$ cat src/rtl/burst_pkg.sv
package burst_pkg;

  typedef enum logic {
    ORD_LINEAR     = 1'b0,
    ORD_INTERLEAVE = 1'b1
  } burst_order_e;

  // Low-bit address of a beat, computed from the start value and beat number.
  function automatic logic [1:0] beat_low2(input logic [1:0] start,
                                           input logic [1:0] beat,
                                           input burst_order_e ord);
    logic [1:0] r;
    if (ord == ORD_INTERLEAVE) r = start ^ beat;
    else                       r = start + beat;
    return r;
  endfunction

endpackage

$ cat src/rtl/burst_strobe_ctrl.sv
module burst_strobe_ctrl (
  input  logic proc_strb,
  input  logic ctrl_strb,
  input  logic adv,
  output logic load_en,
  output logic step_en
);
  // Either strobe loads; a load always wins over an advance.
  always_comb begin
    load_en = proc_strb | ctrl_strb;
    step_en = adv & ~load_en;
  end
endmodule

$ cat src/rtl/burst_beat_counter.sv
module burst_beat_counter #(
  parameter int BEAT_W = 2
) (
  input  logic              clk,
  input  logic              rst,
  input  logic              load_en,
  input  logic              step_en,
  input  logic [BEAT_W-1:0] start_in,
  input  logic              order_in,
  output logic [BEAT_W-1:0] beat_q,
  output logic [BEAT_W-1:0] low_next,
  output logic              order_q
);
  import burst_pkg::*;

  logic [BEAT_W-1:0] start_q;
  logic [BEAT_W-1:0] beat_inc;

  always_comb begin
    beat_inc = beat_q + {{(BEAT_W-1){1'b0}}, 1'b1};
    if (order_q) low_next = start_q ^ beat_inc;
    else         low_next = start_q + beat_inc;
  end

  always_ff @(posedge clk) begin
    if (rst) begin
      beat_q  <= '0;
      start_q <= '0;
      order_q <= ORD_LINEAR;
    end else if (load_en) begin
      beat_q  <= '0;
      start_q <= start_in;
      order_q <= order_in;
    end else if (step_en) begin
      beat_q  <= beat_inc;
    end
  end
endmodule

$ cat src/rtl/burst_addr_reg.sv
module burst_addr_reg #(
  parameter int ADDR_W = 17,
  parameter int BEAT_W = 2
) (
  input  logic              clk,
  input  logic              rst,
  input  logic              load_en,
  input  logic              step_en,
  input  logic [ADDR_W-1:0] addr_in,
  input  logic              cs_in,
  input  logic [BEAT_W-1:0] low_next,
  output logic [ADDR_W-1:0] addr_q,
  output logic              cs_q
);
  localparam int HI_W = ADDR_W - BEAT_W;

  logic [HI_W-1:0]   hi_q;
  logic [BEAT_W-1:0] lo_q;

  always_ff @(posedge clk) begin
    if (rst) begin
      hi_q <= '0;
      lo_q <= '0;
      cs_q <= 1'b0;
    end else if (load_en) begin
      hi_q <= addr_in[ADDR_W-1:BEAT_W];
      lo_q <= addr_in[BEAT_W-1:0];
      cs_q <= cs_in;
    end else if (step_en) begin
      lo_q <= low_next;
    end
  end

  assign addr_q = {hi_q, lo_q};
endmodule

$ cat src/rtl/burst_addr_gen.sv
module burst_addr_gen #(
  parameter int ADDR_W = 17,
  parameter int BEAT_W = 2
) (
  input  logic              clk,
  input  logic              rst,
  input  logic              proc_strb,
  input  logic              ctrl_strb,
  input  logic              adv,
  input  logic              order_sel,
  input  logic              cs_in,
  input  logic [ADDR_W-1:0] addr_in,
  output logic [ADDR_W-1:0] addr_out,
  output logic [BEAT_W-1:0] beat_cnt,
  output logic              cs_out
);
  logic load_en;
  logic step_en;
  logic [BEAT_W-1:0] low_next;
  logic order_q;

  burst_strobe_ctrl u_ctrl (
    .proc_strb (proc_strb),
    .ctrl_strb (ctrl_strb),
    .adv       (adv),
    .load_en   (load_en),
    .step_en   (step_en)
  );

  burst_beat_counter #(.BEAT_W(BEAT_W)) u_cnt (
    .clk      (clk),
    .rst      (rst),
    .load_en  (load_en),
    .step_en  (step_en),
    .start_in (addr_in[BEAT_W-1:0]),
    .order_in (order_sel),
    .beat_q   (beat_cnt),
    .low_next (low_next),
    .order_q  (order_q)
  );

  burst_addr_reg #(.ADDR_W(ADDR_W), .BEAT_W(BEAT_W)) u_areg (
    .clk      (clk),
    .rst      (rst),
    .load_en  (load_en),
    .step_en  (step_en),
    .addr_in  (addr_in),
    .cs_in    (cs_in),
    .low_next (low_next),
    .addr_q   (addr_out),
    .cs_q     (cs_out)
  );
endmodule

$ cat config.mk
export PLATFORM = sky130hd
export DESIGN_NAME = burst_addr_gen
export DESIGN_NICKNAME = d
export VERILOG_FILES = /design/src/rtl/burst_pkg.sv /design/src/rtl/burst_strobe_ctrl.sv /design/src/rtl/burst_beat_counter.sv /design/src/rtl/burst_addr_reg.sv /design/src/rtl/burst_addr_gen.sv
export SDC_FILE = /design/constraint.sdc
export NUM_CORES = 1
export LEC_CHECK = 0
export CORE_MARGIN = 8
export CORE_UTILIZATION = 34
export CTS_CLUSTER_DIAMETER = 40
export CTS_CLUSTER_SIZE = 24
export DETAILED_ROUTE_END_ITERATION = 10
export PLACE_DENSITY_LB_ADDON = 0.25
export SYNTH_ARGS = -nofsm -noshare
export SYNTH_HDL_FRONTEND = slang
export SYNTH_SLANG_ARGS = --single-unit
export TNS_END_PERCENT = 100
$ cat constraint.sdc
create_clock -name clk -period 1.6 [get_ports clk]
set_clock_uncertainty 0.2 [all_clocks]
set_input_delay 0.32 -clock clk [delete_from_list [all_inputs] [get_ports clk]]
set_output_delay 0.32 -clock clk [all_outputs]
set_load 0.03 [all_outputs]
### Word level (Yosys, flattened, before mapping)

Cells that the tools add are included.

* register bits after elaboration: 23
* latch bits: 0
* memory bits (writable): 0
* memory bits (read-only): 0
* input bits: 24
* output and inout port bits: 20
* logic and storage cells: 17
* memories: 0

* $add $sub $neg: 2
* $mul: 0
* div/mod/pow operators: 0
* $lt $le $gt $ge: 0
* equality and inequality tests: 0
* shift-type cells: 0
* multiplexer cells: 3
* bitwise operators: 4
* reduce and logical (&&, ||, !) cells: 2

Operators with widths (count)
* two-way mux 2 bit: 3
* adder 2 x 1 -> 2 bit (second input constant): 1
* adder 2 bit: 1
* nonzero test 2 bit: 1
* OR reduction 2 bit: 1
* XOR 2 bit: 1
* bitwise AND 1 bit: 1
* inverter 1 bit: 1
* bitwise OR 1 bit: 1

### Depth between registers and ports, before layout

* depth in word-level cells: 5
* mapped depth: 5
* mapped depth without buffers: 5

### Hierarchy

A second synthesis with hierarchy kept.

* cells, all modules: 85
* area total of the unflattened synthesis: 933.4 um^2

Modules (own cells, without submodules)
* burst_addr_reg: instances 1, cells each 61, area an instance 683.2 um^2
* burst_beat_counter: instances 1, cells each 22, area an instance 236.5 um^2
* burst_strobe_ctrl: instances 1, cells each 2, area an instance 13.8 um^2

### Worst setup path after synthesis

OpenSTA, ideal clock, no wires.

* kind: flip-flop to flip-flop
* start: register u_cnt.beat_q[0]
* end: register u_areg.lo_q[1]
* data arrival time: 1.524 ns
* setup slack: -0.241 ns
* cell stages (with the launch flop): 6
* path buffers: 0
* cell sequence: dfxtp_1 inv_1 ha_1 nor2b_1 xnor3_1 a41o_2

* cells in the longest elaborated chain, start to end: 5

RTL lines
* from (decl): RTL line burst_beat_counter.sv:10 `output logic [BEAT_W-1:0] beat_q,`
* from (signal assigned): RTL line burst_beat_counter.sv:35 `beat_q <= beat_inc;`
* adder 2 x 1 -> 2 bit: RTL line burst_beat_counter.sv:20 `beat_inc = beat_q + {{(BEAT_W-1){1'b0}}, 1'b1};`
* via u_cnt.beat_inc[0]: RTL line burst_beat_counter.sv:17 `logic [BEAT_W-1:0] beat_inc;`
* adder 2 bit: RTL line burst_beat_counter.sv:22 `else low_next = start_q + beat_inc;`
* two-way mux 2 bit: RTL line burst_beat_counter.sv:21 `if (order_q) low_next = start_q ^ beat_inc;`
* two-way mux 2 bit: RTL line burst_addr_reg.sv:29 `end else if (step_en) begin`
* two-way mux 2 bit: RTL line burst_addr_reg.sv:25 `end else if (load_en) begin`
* to (signal assigned): RTL line burst_addr_reg.sv:27 `lo_q <= addr_in[BEAT_W-1:0];`
* to (signal assigned): RTL line burst_addr_reg.sv:30 `lo_q <= low_next;`
* to (decl): RTL line burst_addr_reg.sv:18 `logic [BEAT_W-1:0] lo_q;`

The timed path passes the listed nets, and every way through them passes these cells. The select of a mux whose other input is x is not followed.
A chain may end at the register's enable or synchronous reset.

### Worst setup path after layout

* start: register u_areg.hi_q[9]
* end: output port addr_out[11]

RTL lines
* from (decl): RTL line burst_addr_reg.sv:17 `logic [HI_W-1:0] hi_q;`
* from (signal assigned): RTL line burst_addr_reg.sv:26 `hi_q <= addr_in[ADDR_W-1:BEAT_W];`
* to (decl): RTL line burst_addr_gen.sv:13 `output logic [ADDR_W-1:0] addr_out,`

No word-level cell between the ends.

==> flow_summary.yaml <==
run_status:
  status: "completed"
pwr:
  peakVddDrop_mv: 0.6297
  power_density_mw_per_mm2: 857.5
  p_leak_nw: 0.5766
clocking:
  post_cts_buffers: 0
  cts.sinks: 23
  worstSkewPairLatency_ns: 0.31
  clock-root-buffer: "clkbuf_4"
  cts_made_buffers: 3
  cts_tree: "done"
  htreeDepth: 1
  clk_path_buf_depth: 2
  clk_pin_slew_ns: 0.11
critical_path:
  cp.required_ns: 1.08
  r2r-start: "u_cnt.beat_q[0]"
  start_kind: "flop"
  arrival_ns: 1.03
  cp-end-kind: "output port"
  rr_endpoint: "u_areg.lo_q[1]"
  cp_cell_sequence: "clkdlybuf4s15_1"
  crit_type: "reg -> out"
  critical_path_peak_fanout: 2
  reg2reg_slack_ns: 0.11
  slowest_stage: "clkdlybuf4s15_1"
  ff2ff_path_depth: 5
  critPathBufInv: 1
  critical-path-top-delay-family: "buffers and inverters"
  cpPeakStageDelay_ns: 0.37
layout:
  final_area_mm2: 0.001320
  syn_to_final_growth_pct: 51.80
  register_area_um2: 465.4
  n_antenna_cell: 0
  fillCellCount: 249
  multi_input_area_um2: 376.6
  fin_nets: 178
  finish.utilization: 0.5377
  drive_above_1_share: 0.1974
min_path:
  hold_depth: 2
  worstHoldEndpoint: "u_areg.hi_q[3]"
  min_from: "u_areg.hi_q[3]"
  min_path_type: "reg -> reg"
timing:
  timing.fmax_ghz: 0.6449
  hold_violations: 0
  slew_violations: 0
  fin_crit_sh: 0.9692
  period_minus_slack_ns: 1.551
  hold_slack_ns: 0.2565
  rsz0062_at_grt: "false"
  setup_violations: 0
  tightest_slew_ns: 0.3725
  final_critical_path_setup_slack_ns: 0.04932
  slew_headroom: 0.7516
route:
  drc: 0
  postRouteAntennaNets: 0
  met1_length_um: 820
  wl_per_cell_um: 13.01
  wl_met3_um: 159
  top_layer: "met4"
  drtIter0Drc: 17
  met2WireLength_mm: 1.345
  dr_total_vias: 870
  viasPerCell: 4.780
  drtPass1Iterations: 4
  routed_wl_mm: 2.368
placement:
  postPlaceCellArea_mm2: 0.001363
  dp_hpwl_mm: 1.893
  pre_cts_ws_ns: -0.2139
  port_buffers: 43
  gp_congestion: 0.7555
yosys:
  syn-cell-area_um2: 869.6
  yosys.area_share.simple: 0.2101
  yosys_warnings: 0
  yosysSeqAreaShare: 0.5295
  ys_types: 18
  syn_nets: 130
  synth_compound_area_frac: 0.1396
  synth_xor_area_frac: 0.05612
  muxShareOfSynthArea: 0.01295
  synthAdderAreaFrac: 0.01439
  synth_top_family_by_area: "simple AND/OR/NAND/NOR gates"
  syn_area_per_cell_um2: 8.282
  synthCells: 105
  synth_seq_cells: 23
die:
  io_pins: 44
  die_w_um: 66.57
  die_area_mm2: 0.004432
  fp-row-count: 18
  die_h_um: 66.57
  core_area_mm2: 0.002455
  initial_core_util: 0.3542
grt:
  grt_overflow: 0
  grt_max_degree: 21
  grt_pass1_vias: 866
  grt_pass1_wl_mm: 3.898
  grt_antenna_before_repair: 0
  grtUsageTotal: 0.1131
flow_run:
  maxCapViolCount: 0
[metrics by stage]
stage | instances | total power [mW] | setup TNS, ns
5_1_grt | 182 | 1.196 | 0
2_1_floorplan | 105 | 0.7641 | 0
4_1_cts | 182 | 1.163 | 0
6_report | 182 | 1.132 | 0
3_3_place_gp | 178 | 0.9034 | -3.297
3_5_place_dp | 178 | 0.9106 | -4.131
[layer usage]
metal  track usage  vias up
met4       0.03467        0
met3       0.05705        7
li1              -      437
met5             0        -
met1        0.1000      405
met2        0.2151       21
[worst max-delay path by stage]
stage	end	cells past startpoint	startpoint
after CTS	addr_out[6]	1	u_areg.hi_q[4]
after floorplan	u_areg.lo_q[1]	3	u_cnt.beat_q[1]
after global routing	addr_out[3]	1	u_areg.hi_q[1]
after global placement	u_areg.lo_q[1]	4	ctrl_strb
final	addr_out[11]	1	u_areg.hi_q[9]
after detailed placement	u_areg.lo_q[0]	4	ctrl_strb
[layout by cell type, fill, tap and decap left out, drive strengths merged]
cell type,count
dfxtp,23
xor2,2
o21ai,1
ha,1
clkdlybuf4s50,23
nand2,39
or2,1
or4b,1
nor2b,1
inv,2
mux2,1
clkdlybuf4s15,6
xnor3,1
xnor2,1
nor2,1
clkbuf,18
buf,6
nor3,2
a41o,1
a21oi,21
[flip-flops by register name (all words and copies together), names as in the netlist]
| signal | flops |
|---|---|
| u_areg.hi_q | 15 |
| u_areg.lo_q | 2 |
| u_cnt.beat_q | 2 |
| u_cnt.start_q | 2 |
| u_areg.cs_q | 1 |
| u_cnt.order_q | 1 |
[Yosys cell counts (all sizes together)]
cell type  number  share of area
nand2          39           0.17
dfxtp          23           0.53
a21oi          21           0.12
clkbuf          4          0.017
buf             2          0.012
inv             2         0.0086
nor3            2          0.012
xor2            2          0.020
a41o            1          0.013
ha              1          0.014
mux2            1          0.013
nor2            1         0.0043
nor2b           1         0.0072
o21ai           1         0.0057
or2             1         0.0072
or4b            1          0.012
xnor2           1          0.010
xnor3           1          0.026
[power by group]
| group | total, mW | internal, mW | switching, mW |
|---|---|---|---|
| Combinational | 0.247 | 0.114 | 0.132 |
| Sequential | 0.623 | 0.606 | 0.0174 |
| Clock | 0.262 | 0.0974 | 0.165 |
| Total | 1.13 | 0.817 | 0.315 |
[timing repair]
item	4_1_cts	5_1_grt
hold buffers	0	0
resized for setup	36	19
endpoints found under the setup margin	20	18
[area by class of cell]
| cell class | count | share of cell area |
|---|---|---|
| clock buffer | 4 | 0.01991 |
| inverter | 2 | 0.005687 |
| multi-input combinational | 74 | 0.2853 |
| sequential | 23 | 0.3526 |
| tap | 30 | 0.02844 |
| timing repair buffer | 49 | 0.3081 |
[cells by family (layout without fill, tap and decap cells)]
kind of cell	Yosys count	after routing
AND/OR/NAND/NOR	45	45
XOR/XNOR	4	4
multiplexers	1	1
buffers and inverters	8	55
adder cells (fa/ha/maj)	1	1
flip-flops	23	23
AO/OA/AOI/OAI	23	23
[worst reg2reg max path, delay by kind of cell, from the launching register on]
kind / cells / cell delay, ns
AO/OA/AOI/OAI: 1 / 0.27
XOR/XNOR: 1 / 0.23
adder cells (fa/ha/maj): 1 / 0.13
buffers and inverters: 1 / 0.06
flip-flops: 1 / 0.38
AND/OR/NAND/NOR: 1 / 0.14
Power figures use the tool's default switching activity.
